===== config.mk =====
export PLATFORM = sky130hd
export DESIGN_NAME = f32_to_f16_narrow
export DESIGN_NICKNAME = d
export VERILOG_FILES = /design/src/rtl/f32_to_f16_narrow.sv
export SDC_FILE = /design/constraint.sdc
export NUM_CORES = 1
export LEC_CHECK = 0
export ABC_AREA = 1
export BUFFER_PORTS_ARGS = -buffer_cell sky130_fd_sc_hd__buf_4
export CORE_UTILIZATION = 53
export DETAILED_ROUTE_END_ITERATION = 8
export PLACE_DENSITY = 0.89
export SYNTH_ARGS = -nofsm -noshare
export SYNTH_HDL_FRONTEND = slang
export SYNTH_SLANG_ARGS = --single-unit
export TNS_END_PERCENT = 5

===== constraint.sdc =====
create_clock -name clk -period 4.78 [get_ports clk]
set_clock_uncertainty 0.1 [all_clocks]
set_input_delay 0.478 -clock clk [delete_from_list [all_inputs] [get_ports clk]]
set_output_delay 0.478 -clock clk [all_outputs]
set_load 0.01 [all_outputs]

===== src/rtl/f32_to_f16_narrow.sv =====
module f32_to_f16_narrow #(
  parameter int STAGES      = 2,
  parameter bit TINY_BEFORE = 1'b1
) (
  input  logic        clk,
  input  logic        rst_n,
  input  logic        in_valid,
  input  logic [31:0] in_data,
  input  logic [1:0]  rnd_mode,
  input  logic        alt_fmt,
  output logic        out_valid,
  output logic [15:0] out_data,
  output logic        flag_invalid,
  output logic        flag_overflow,
  output logic        flag_underflow,
  output logic        flag_inexact
);

  logic        v_a;
  logic [31:0] d_a;
  logic [1:0]  m_a;
  logic        alt_a;

  generate
    if (STAGES == 2) begin : g_in_reg
      always_ff @(posedge clk or negedge rst_n)
        if (!rst_n) begin
          v_a <= 1'b0; d_a <= '0; m_a <= '0; alt_a <= 1'b0;
        end else begin
          v_a <= in_valid; d_a <= in_data; m_a <= rnd_mode; alt_a <= alt_fmt;
        end
    end else begin : g_in_wire
      assign v_a   = in_valid;
      assign d_a   = in_data;
      assign m_a   = rnd_mode;
      assign alt_a = alt_fmt;
    end
  endgenerate

  wire        sgn     = d_a[31];
  wire [7:0]  ex      = d_a[30:23];
  wire [22:0] fr      = d_a[22:0];
  wire        is_spec = (ex == 8'hff);
  wire        is_zero = (ex == 8'h00) && (fr == '0);
  wire [23:0] sig     = {ex != 8'h00, fr};

  logic signed [9:0] ue, below;
  logic        normal;
  logic [3:0]  d;
  assign ue     = (ex == 8'h00) ? -10'sd126 : $signed({2'b00, ex}) - 10'sd127;
  assign normal = (ue >= -10'sd14);
  assign below  = -10'sd14 - ue;

  always_comb begin
    if (normal)              d = 4'd0;
    else if (below > 10'sd12) d = 4'd12;
    else                     d = below[3:0];
  end

  // discarded bits sit in w[25:0]; shifts of up to 12 drop only the zero pad
  wire [36:0] w      = {sig, 13'b0} >> d;
  wire [10:0] kept   = w[36:26];
  wire        guard  = w[25];
  wire        sticky = |w[24:0];
  wire        inex   = guard | sticky;

  logic inc;
  always_comb begin
    case (m_a)
      2'd0:    inc = guard & (sticky | kept[0]);
      2'd1:    inc = inex & ~sgn;
      2'd2:    inc = inex & sgn;
      default: inc = 1'b0;
    endcase
  end

  wire [11:0] rnd   = {1'b0, kept} + {11'b0, inc};
  wire [7:0]  ebias = ue[7:0] + 8'd14;
  wire [17:0] mag   = (normal ? {ebias, 10'b0} : 18'b0) + {6'b0, rnd};
  wire        ovf   = !is_spec && (alt_a ? (mag >= 18'h08000) : (mag >= 18'h07c00));
  wire        tiny  = TINY_BEFORE ? (!normal && !is_zero)
                                  : ((mag < 18'h00400) && inex);

  logic [15:0] res;
  logic [3:0]  flg;
  always_comb begin
    if (is_spec) begin
      res = {sgn, 5'h1f, fr[22] | (fr != '0), fr[21:13]};
      flg = {(fr != '0) && !fr[22], 3'b000};
    end else if (ovf) begin
      res = {sgn, alt_a ? 15'h7fff : 15'h7c00};
      flg = 4'b0101;
    end else begin
      res = {sgn, mag[14:0]};
      flg = {2'b00, tiny, inex};
    end
  end

  always_ff @(posedge clk or negedge rst_n)
    if (!rst_n) begin
      out_valid <= 1'b0;
      out_data  <= '0;
      {flag_invalid, flag_overflow, flag_underflow, flag_inexact} <= '0;
    end else begin
      out_valid <= v_a;
      out_data  <= v_a ? res : 16'h0000;
      {flag_invalid, flag_overflow, flag_underflow, flag_inexact} <= v_a ? flg : 4'b0000;
    end

  a_r1_one_result_per_input: assert property (@(posedge clk) disable iff (!rst_n)
    out_valid == $past(v_a));

  a_r2_invalid_is_quiet_nan: assert property (@(posedge clk) disable iff (!rst_n)
    flag_invalid |-> (out_data[14:10] == 5'h1f) && out_data[9] && !flag_overflow);

  a_r7_overflow_is_inexact: assert property (@(posedge clk) disable iff (!rst_n)
    flag_overflow |-> flag_inexact);

  a_r8_overflow_saturates: assert property (@(posedge clk) disable iff (!rst_n)
    flag_overflow |-> (out_data[14:10] == 5'h1f) &&
                      ((out_data[9:0] == 10'h000) || (out_data[9:0] == 10'h3ff)));

  a_r12_underflow_is_tiny: assert property (@(posedge clk) disable iff (!rst_n)
    flag_underflow |-> (out_data[14:10] <= 5'd1) && !flag_overflow);

  a_r11_idle_outputs_quiet: assert property (@(posedge clk) disable iff (!rst_n)
    !out_valid |-> (out_data == 16'h0000) && !flag_inexact && !flag_invalid);

endmodule


== After elaboration in Yosys (flattened, before gate mapping) ==
Cells that the tools add are included.
Word-level totals
  output and inout bits: 21
  input bits: 38
  logic and storage cells: 57
  flip-flop bits (word level): 57
Operators by class
  add/subtract/negate cells: 5
  shifts and indexed selects: 1
  bitwise operators: 7
  reduce and logical (&&, ||, !) cells: 14
  equality and inequality tests: 3
  muxes and demuxes: 13
  magnitude comparators: 4
Operators by type and width (count)
  37-bit by 4-bit right shift with 37-bit output: 1
  15-bit 2-to-1 mux: 2
  25-bit OR reduction: 1
  23-bit zero test: 1
  23-bit nonzero test: 1
  10-bit 2-to-1 mux: 2
  18-bit by 12-bit adder with 18-bit output: 1
  18-bit by 15-bit greater-or-equal comparator with 1-bit output, second input constant: 1
  18-bit by 16-bit greater-or-equal comparator with 1-bit output, second input constant: 1
  18-bit 2-to-1 mux: 1
  16-bit 2-to-1 mux: 1
  4-bit 2-to-1 mux: 4
  11-bit by 1-bit adder with 12-bit output: 1
  10-bit by 5-bit greater-or-equal comparator with 1-bit output, second input constant: 1
  10-bit by 5-bit > comparator with 1-bit output, second input constant: 1
  5-bit by 10-bit subtractor with 10-bit output, first input constant: 1
  8-bit by 7-bit subtractor with 9-bit output, second input constant: 1
  8-bit by 4-bit adder with 8-bit output, second input constant: 1
  8-bit == test, second input constant: 1
  8-bit zero test: 1
  8-bit nonzero test: 1
  1-bit logical AND: 4
  1-bit zero test: 4
  1-bit AND: 3
  8 further kinds: 10

== Longest topological paths before layout ==
  depth in word-level cells: 19
  depth in mapped cells: 47
  depth with buffers taken out: 46

== Worst setup path before layout ==
Ideal clock, no wire load.
  kind: reg-to-reg
  from: register d_a[23]
  to: register out_data[6]
  data required time: 4.559 ns
  stages on the path, launching flop included: 47
  path buffers: 3
  arrival: 5.011 ns
  slack: -0.452 ns
  setup time: 0.121 ns
  path through: dfrtp_1 inv_1 ha_1 nand2_1 nor2_2 nand2_4 inv_1 nor2_1 inv_1 ha_1 nand2_2 nand2_1 nand2_2 nand2_2 nor2_2 nor2_2 nand2_2 nand2_4 [11 not listed] nand3_1 nand3_1 a21oi_1 ha_1 ha_1 inv_1 nor2_4 nand3_1 nand2_1 nand2_1 nand2_1 nor2_1 nand3_1 nand3_4 buf_6 nor2_2 nor2_1 nor2_1
On the way
  longest elaborated chain between the ends: 19
  elaborated cells on any way between the ends: 30
RTL lines
  from (decl): line 20  | logic [31:0] d_a;
  from (signal assigned): line 30  | v_a <= in_valid; d_a <= in_data; m_a <= rnd_mode; alt_a <= alt_fmt;
  8-bit by 7-bit subtractor with 9-bit output / 8-bit zero test (equally long branches): line 50  | assign ue = (ex == 8'h00) ? -10'sd126 : $signed({2'b00, ex}) - 10'sd127;
  10-bit 2-to-1 mux: line 50
  5-bit by 10-bit subtractor with 10-bit output: line 52  | assign below = -10'sd14 - ue;
  10-bit by 5-bit > comparator with 1-bit output: line 56  | else if (below > 10'sd12) d = 4'd12;
  4-bit 2-to-1 mux: line 56
  4-bit 2-to-1 mux: line 55  | if (normal) d = 4'd0;
  37-bit by 4-bit right shift with 37-bit output: line 61  | wire [36:0] w = {sig, 13'b0} >> d;
  25-bit OR reduction: line 64  | wire sticky = |w[24:0];
  [3 not listed]
  11-bit by 1-bit adder with 12-bit output: line 77  | wire [11:0] rnd = {1'b0, kept} + {11'b0, inc};
  18-bit by 12-bit adder with 18-bit output: line 79  | wire [17:0] mag = (normal ? {ebias, 10'b0} : 18'b0) + {6'b0, rnd};
  18-bit by 15-bit greater-or-equal comparator with 1-bit output / 18-bit by 16-bit greater-or-equal comparator with 1-bit output (equally long branches): line 80  | wire ovf = !is_spec && (alt_a ? (mag >= 18'h08000) : (mag >= 18'h07c00));
  1-bit 2-to-1 mux: line 80
  1-bit logical AND: line 80
  15-bit 2-to-1 mux: line 90  | end else if (ovf) begin
  15-bit 2-to-1 mux (*): line 87  | if (is_spec) begin
  16-bit 2-to-1 mux (*): line 106  | out_data <= v_a ? res : 16'h0000;
  to (signal assigned): line 106
  to (decl): line 12  | output logic [15:0] out_data,
Every way passes the cells marked *; elsewhere a longest branch is shown, timed or not.

== Worst setup path in the final report ==
  from: register d_a[24]
  to: register out_data[4]
The elaborated chain is that of the path after synthesis.

==> summary.txt <==
Logic synthesis
  – Synth Cell Area: roughly 4200 um2
  – Post-synth EDFFs: 0
  – Top-area cell type share of the netlist area: 33.9%
  – Yosys warnings: 0
  – Avg Cell Area, Syn: between 6 and 7 um2
  – XOR/XNOR Fraction of Synth Area: approximately 2.9%
  – Ys flop type: dfrtp_1
  – Post-synth cell types: 39
  – Synth Area in Compound Gates: 5.75%
  – Area leader, netlist: dfrtp_1
  – Sequential share of the synthesized area: between 30% and 40%
  – Post-synthesis mux area share: less than 1%
  – Cells after Synth: ~600
  – Post-Synth Simple-Gate Area: a little over two fifths
  – Post-Syn Nets: around 650
  – Largest family of logic cells by synthesized area: simple AND/OR/NAND/NOR gates
  – Yosys reg bits: 57
  – Synth area leaders: dfrtp_1, nand2_1, nand3_1, inv_1, nor2_1
  – Adder-Cell Fraction of Synth Area: 3.87%
  – Share of flip-flops with an asynchronous set or reset: between 90% and 100%

Critical path
  – Crit path launch type: register
  – CP Depth: 38
  – CP Buf/Inv Count: 5
  – Required @ worst endpoint: around 5000 ps
  – Critical R2R Capture: out_data[4]
  – R2R Setup Slk: -380 ps
  – CP delay by family, top: simple AND/OR/NAND/NOR gates
  – CP max stage delay: ~400 ps
  – R2r worst-path depth: 38
  – R2r startpoint: d_a[24]
  – Crit path from: d_a[24]
  – Slowest-stage cell, CP: dfrtp_1
  – Critical Path AT: roughly 5300 ps
  – CP Max Fanout: 7
  – Worst setup endpoint: out_data[4]
  – WS Path Type: reg2reg
  – CP Capture Type: register

Power and ir drop
  – Leak pwr: 3.05 nW
  – Final total power: roughly 0.0015 W
  – Worst-case vdd ir drop: about 0.19 mV
  – PwrDens: between 200 and 300 nW/um2

STA
  – Final hold slack: 69.2 ps
  – Final hold vios: 0
  – Slew @ Worst Pin: approximately 760 ps
  – Max-slew violation count: 0
  – Post-route worst setup slack: -376 ps
  – Setup violations, final: 17
  – Fmax: 0.194 GHz
  – Setup tns final: -5410 ps
  – Crit path time final: a little over 5000 ps
  – Final worst path period share: 108%
  – Worst slew margin: between 40% and 50%
  – RSZ-0062 raised after global routing: true

GRT
  – First-pass GRT wire length: 18.0 mm
  – Gr ovfl total: 0
  – GRT Util Overall: ~28%
  – Initial antenna violation count: 0
  – Largest net degree at the start of global routing: slightly below 60
  – Vias in the first global route: roughly 4100

Place
  – Placer Congestion: between 0.9 and 1
  – DP HPWL: roughly 8.7 mm
  – Post-placement cell area: around 5200 um2
  – Port Buffers: a little under 60

Floorplan
  – Core area: around 7700 um2
  – Ports: 59
  – DIE HEIGHT: 91.0 um
  – Starting Density: between 50% and 60%
  – Die area: roughly 8300 um2
  – Die width: 91.0 um
  – Row count: 32

Final layout
  – Multi-input gate area: around 2700 um2
  – Synthesis-to-layout area growth: 38.4%
  – Ant. Diodes: 0
  – Biggest regs: d_a x32, out_data x16, m_a x2
  – Fill cell count: approximately 590
  – Reg area: about 1400 um2
  – Most flop-heavy register: d_a
  – Share of layout cells above drive strength 1: a little under two fifths
  – Max reg flops: 32
  – Final nets: 794
  – Fin area: 5820 um2

Route
  – # DRC: 0
  – Initial drt markers: between 200 and 300
  – Routed len/inst: roughly 14 um
  – Vias per inst: around 5.4
  – Final wirelength: ~12 mm
  – Post-route ant nets: 0
  – Routed via count: approximately 4500
  – Pre-Repair DR Iteration Count: 5

Clocking
  – Root Buffer: clkbuf_8
  – CTS tree: yes
  – Worst-skew pair later-pin latency: approximately 350 ps
  – # H-tree levels: 3
  – CTS sink cnt: 57
  – Clock transition at the registers of the reported paths: about 70 ps
  – CTS Buf Count: 9
  – CTS max path bufs: 2

Run
  – Max Cap Violations: 0

Worst hold path
  – Hold Path Class: in2async

Run status
  – Failing checks: negative setup slack
  – Run status: complete, but fails checks
## metal layers
metal	share of wire [%]	GRT usage, %	up-vias
li1	-	-	2213
met1	40	34.3	2113
met2	51	47.1	185
met3	5.9	3.85	37
met4	3.2	13.2	0
met5	0	0	-
## Yosys cell counts, types with 2 or more instances
master    instances
buf_4             7
dfrtp_1          57
nand3_4           2
nor4_1            8
a31oi_1           2
nor2_2           16
nand3b_1          2
nor2_4            5
nand3_2           7
buf_6             3
o21ai_0          19
inv_1            71
xor2_1            7
inv_2             9
xnor2_1           7
nand2_2          18
a21oi_1           9
ha_1             13
nor3_1            5
o21ai_1           5
nand4_1           9
nand2_1         158
buf_2             4
nor2_1           51
nand3_1          89
clkbuf_1          3
nand2_4           4
## worst min-delay path by stage
stage,start,endpoint,slack [ps],depth (start not counted)
finish,rst_n,out_valid,70,1
global route,rnd_mode[1],m_a[1],120,1
CTS,rst_n,out_data[10],100,1
detailed placement,d_a[31],out_data[15],380,2
global placement,d_a[31],out_data[15],370,2
floorplan,rst_n,alt_a,80,0
## what timing repair did
item / CTS / global route
cloned: 0 / 3
pin swaps: 0 / 52
gates resized for setup: 2 / 72
hold buffers: 0 / 0
setup endpoints to repair: 17 / 17
buffers inserted: 0 / 13
## worst register-to-register path, delay by kind of cell, from the launching register on
family                     cells  cell delay, ps
DFF                            1             400
and+or+nand+nor               26            3180
AOI/OAI and AO/OA              3             190
adders and majority gates      4             730
buffers and inverters          5             490
## kinds of logic (layout without fill, tap and decap cells)
logic type	count (synthesis)	after routing
AND/OR/NAND/NOR	377	379
buffers and inverters	98	241
flip-flops	57	57
AO/OA/AOI/OAI	42	42
XOR/XNOR	14	14
adder cells (fa/ha/maj)	13	13
multiplexers	1	1
## per-stage QoR
step / utilization (%) / instances / worst slack [ps]
after floorplan: - / 602 / -16.1
final: 75.7 / 849 / -376
after CTS: 70.5 / 833 / -313
after global routing: 75.7 / 849 / -762
after detailed placement: 68.2 / 818 / -283
after global placement: 68.2 / 818 / -79.3
## layout make-up
cell class | instances | share of cell area, %
tap | 102 | 2.19
clock inverter | 6 | 0.624
timing repair buffer | 145 | 19.5
sequential | 57 | 24.5
inverter | 81 | 5.36
multi-input combinational | 449 | 45.7
clock buffer | 9 | 2.13
## power breakdown
part	internal (W)	switching (W)	leakage, nW
Sequential	0.000516	0.0000223	0.687
Clock	0.000181	0.000198	0.0846
Combinational	0.000244	0.000317	2.28
## cells in the final DEF, fill, tap and decap left out, types with 2 or more instances in the layout
cell      instances
ha_1              6
dfrtp_1          57
nor3_1            5
nand2_4           8
inv_4             3
buf_6             4
nor4_1            6
clkbuf_8          9
inv_1            63
ha_4              3
a21oi_2           5
nand2_2          27
o21ai_1          14
nand3b_1          2
buf_4           139
nor2_4           10
nand2_8           2
o21ai_2           4
nand4_1           9
nand3_2          13
xnor2_1           7
nor2_1           45
clkinv_2          4
xor2_1            7
nand3_1          81
nor2_2           17
nand2_1         144
nand3_4           5
ha_2              4
inv_2            15
o21ai_0           7
a21oi_1           5
Power figures use the tool's default switching activity.
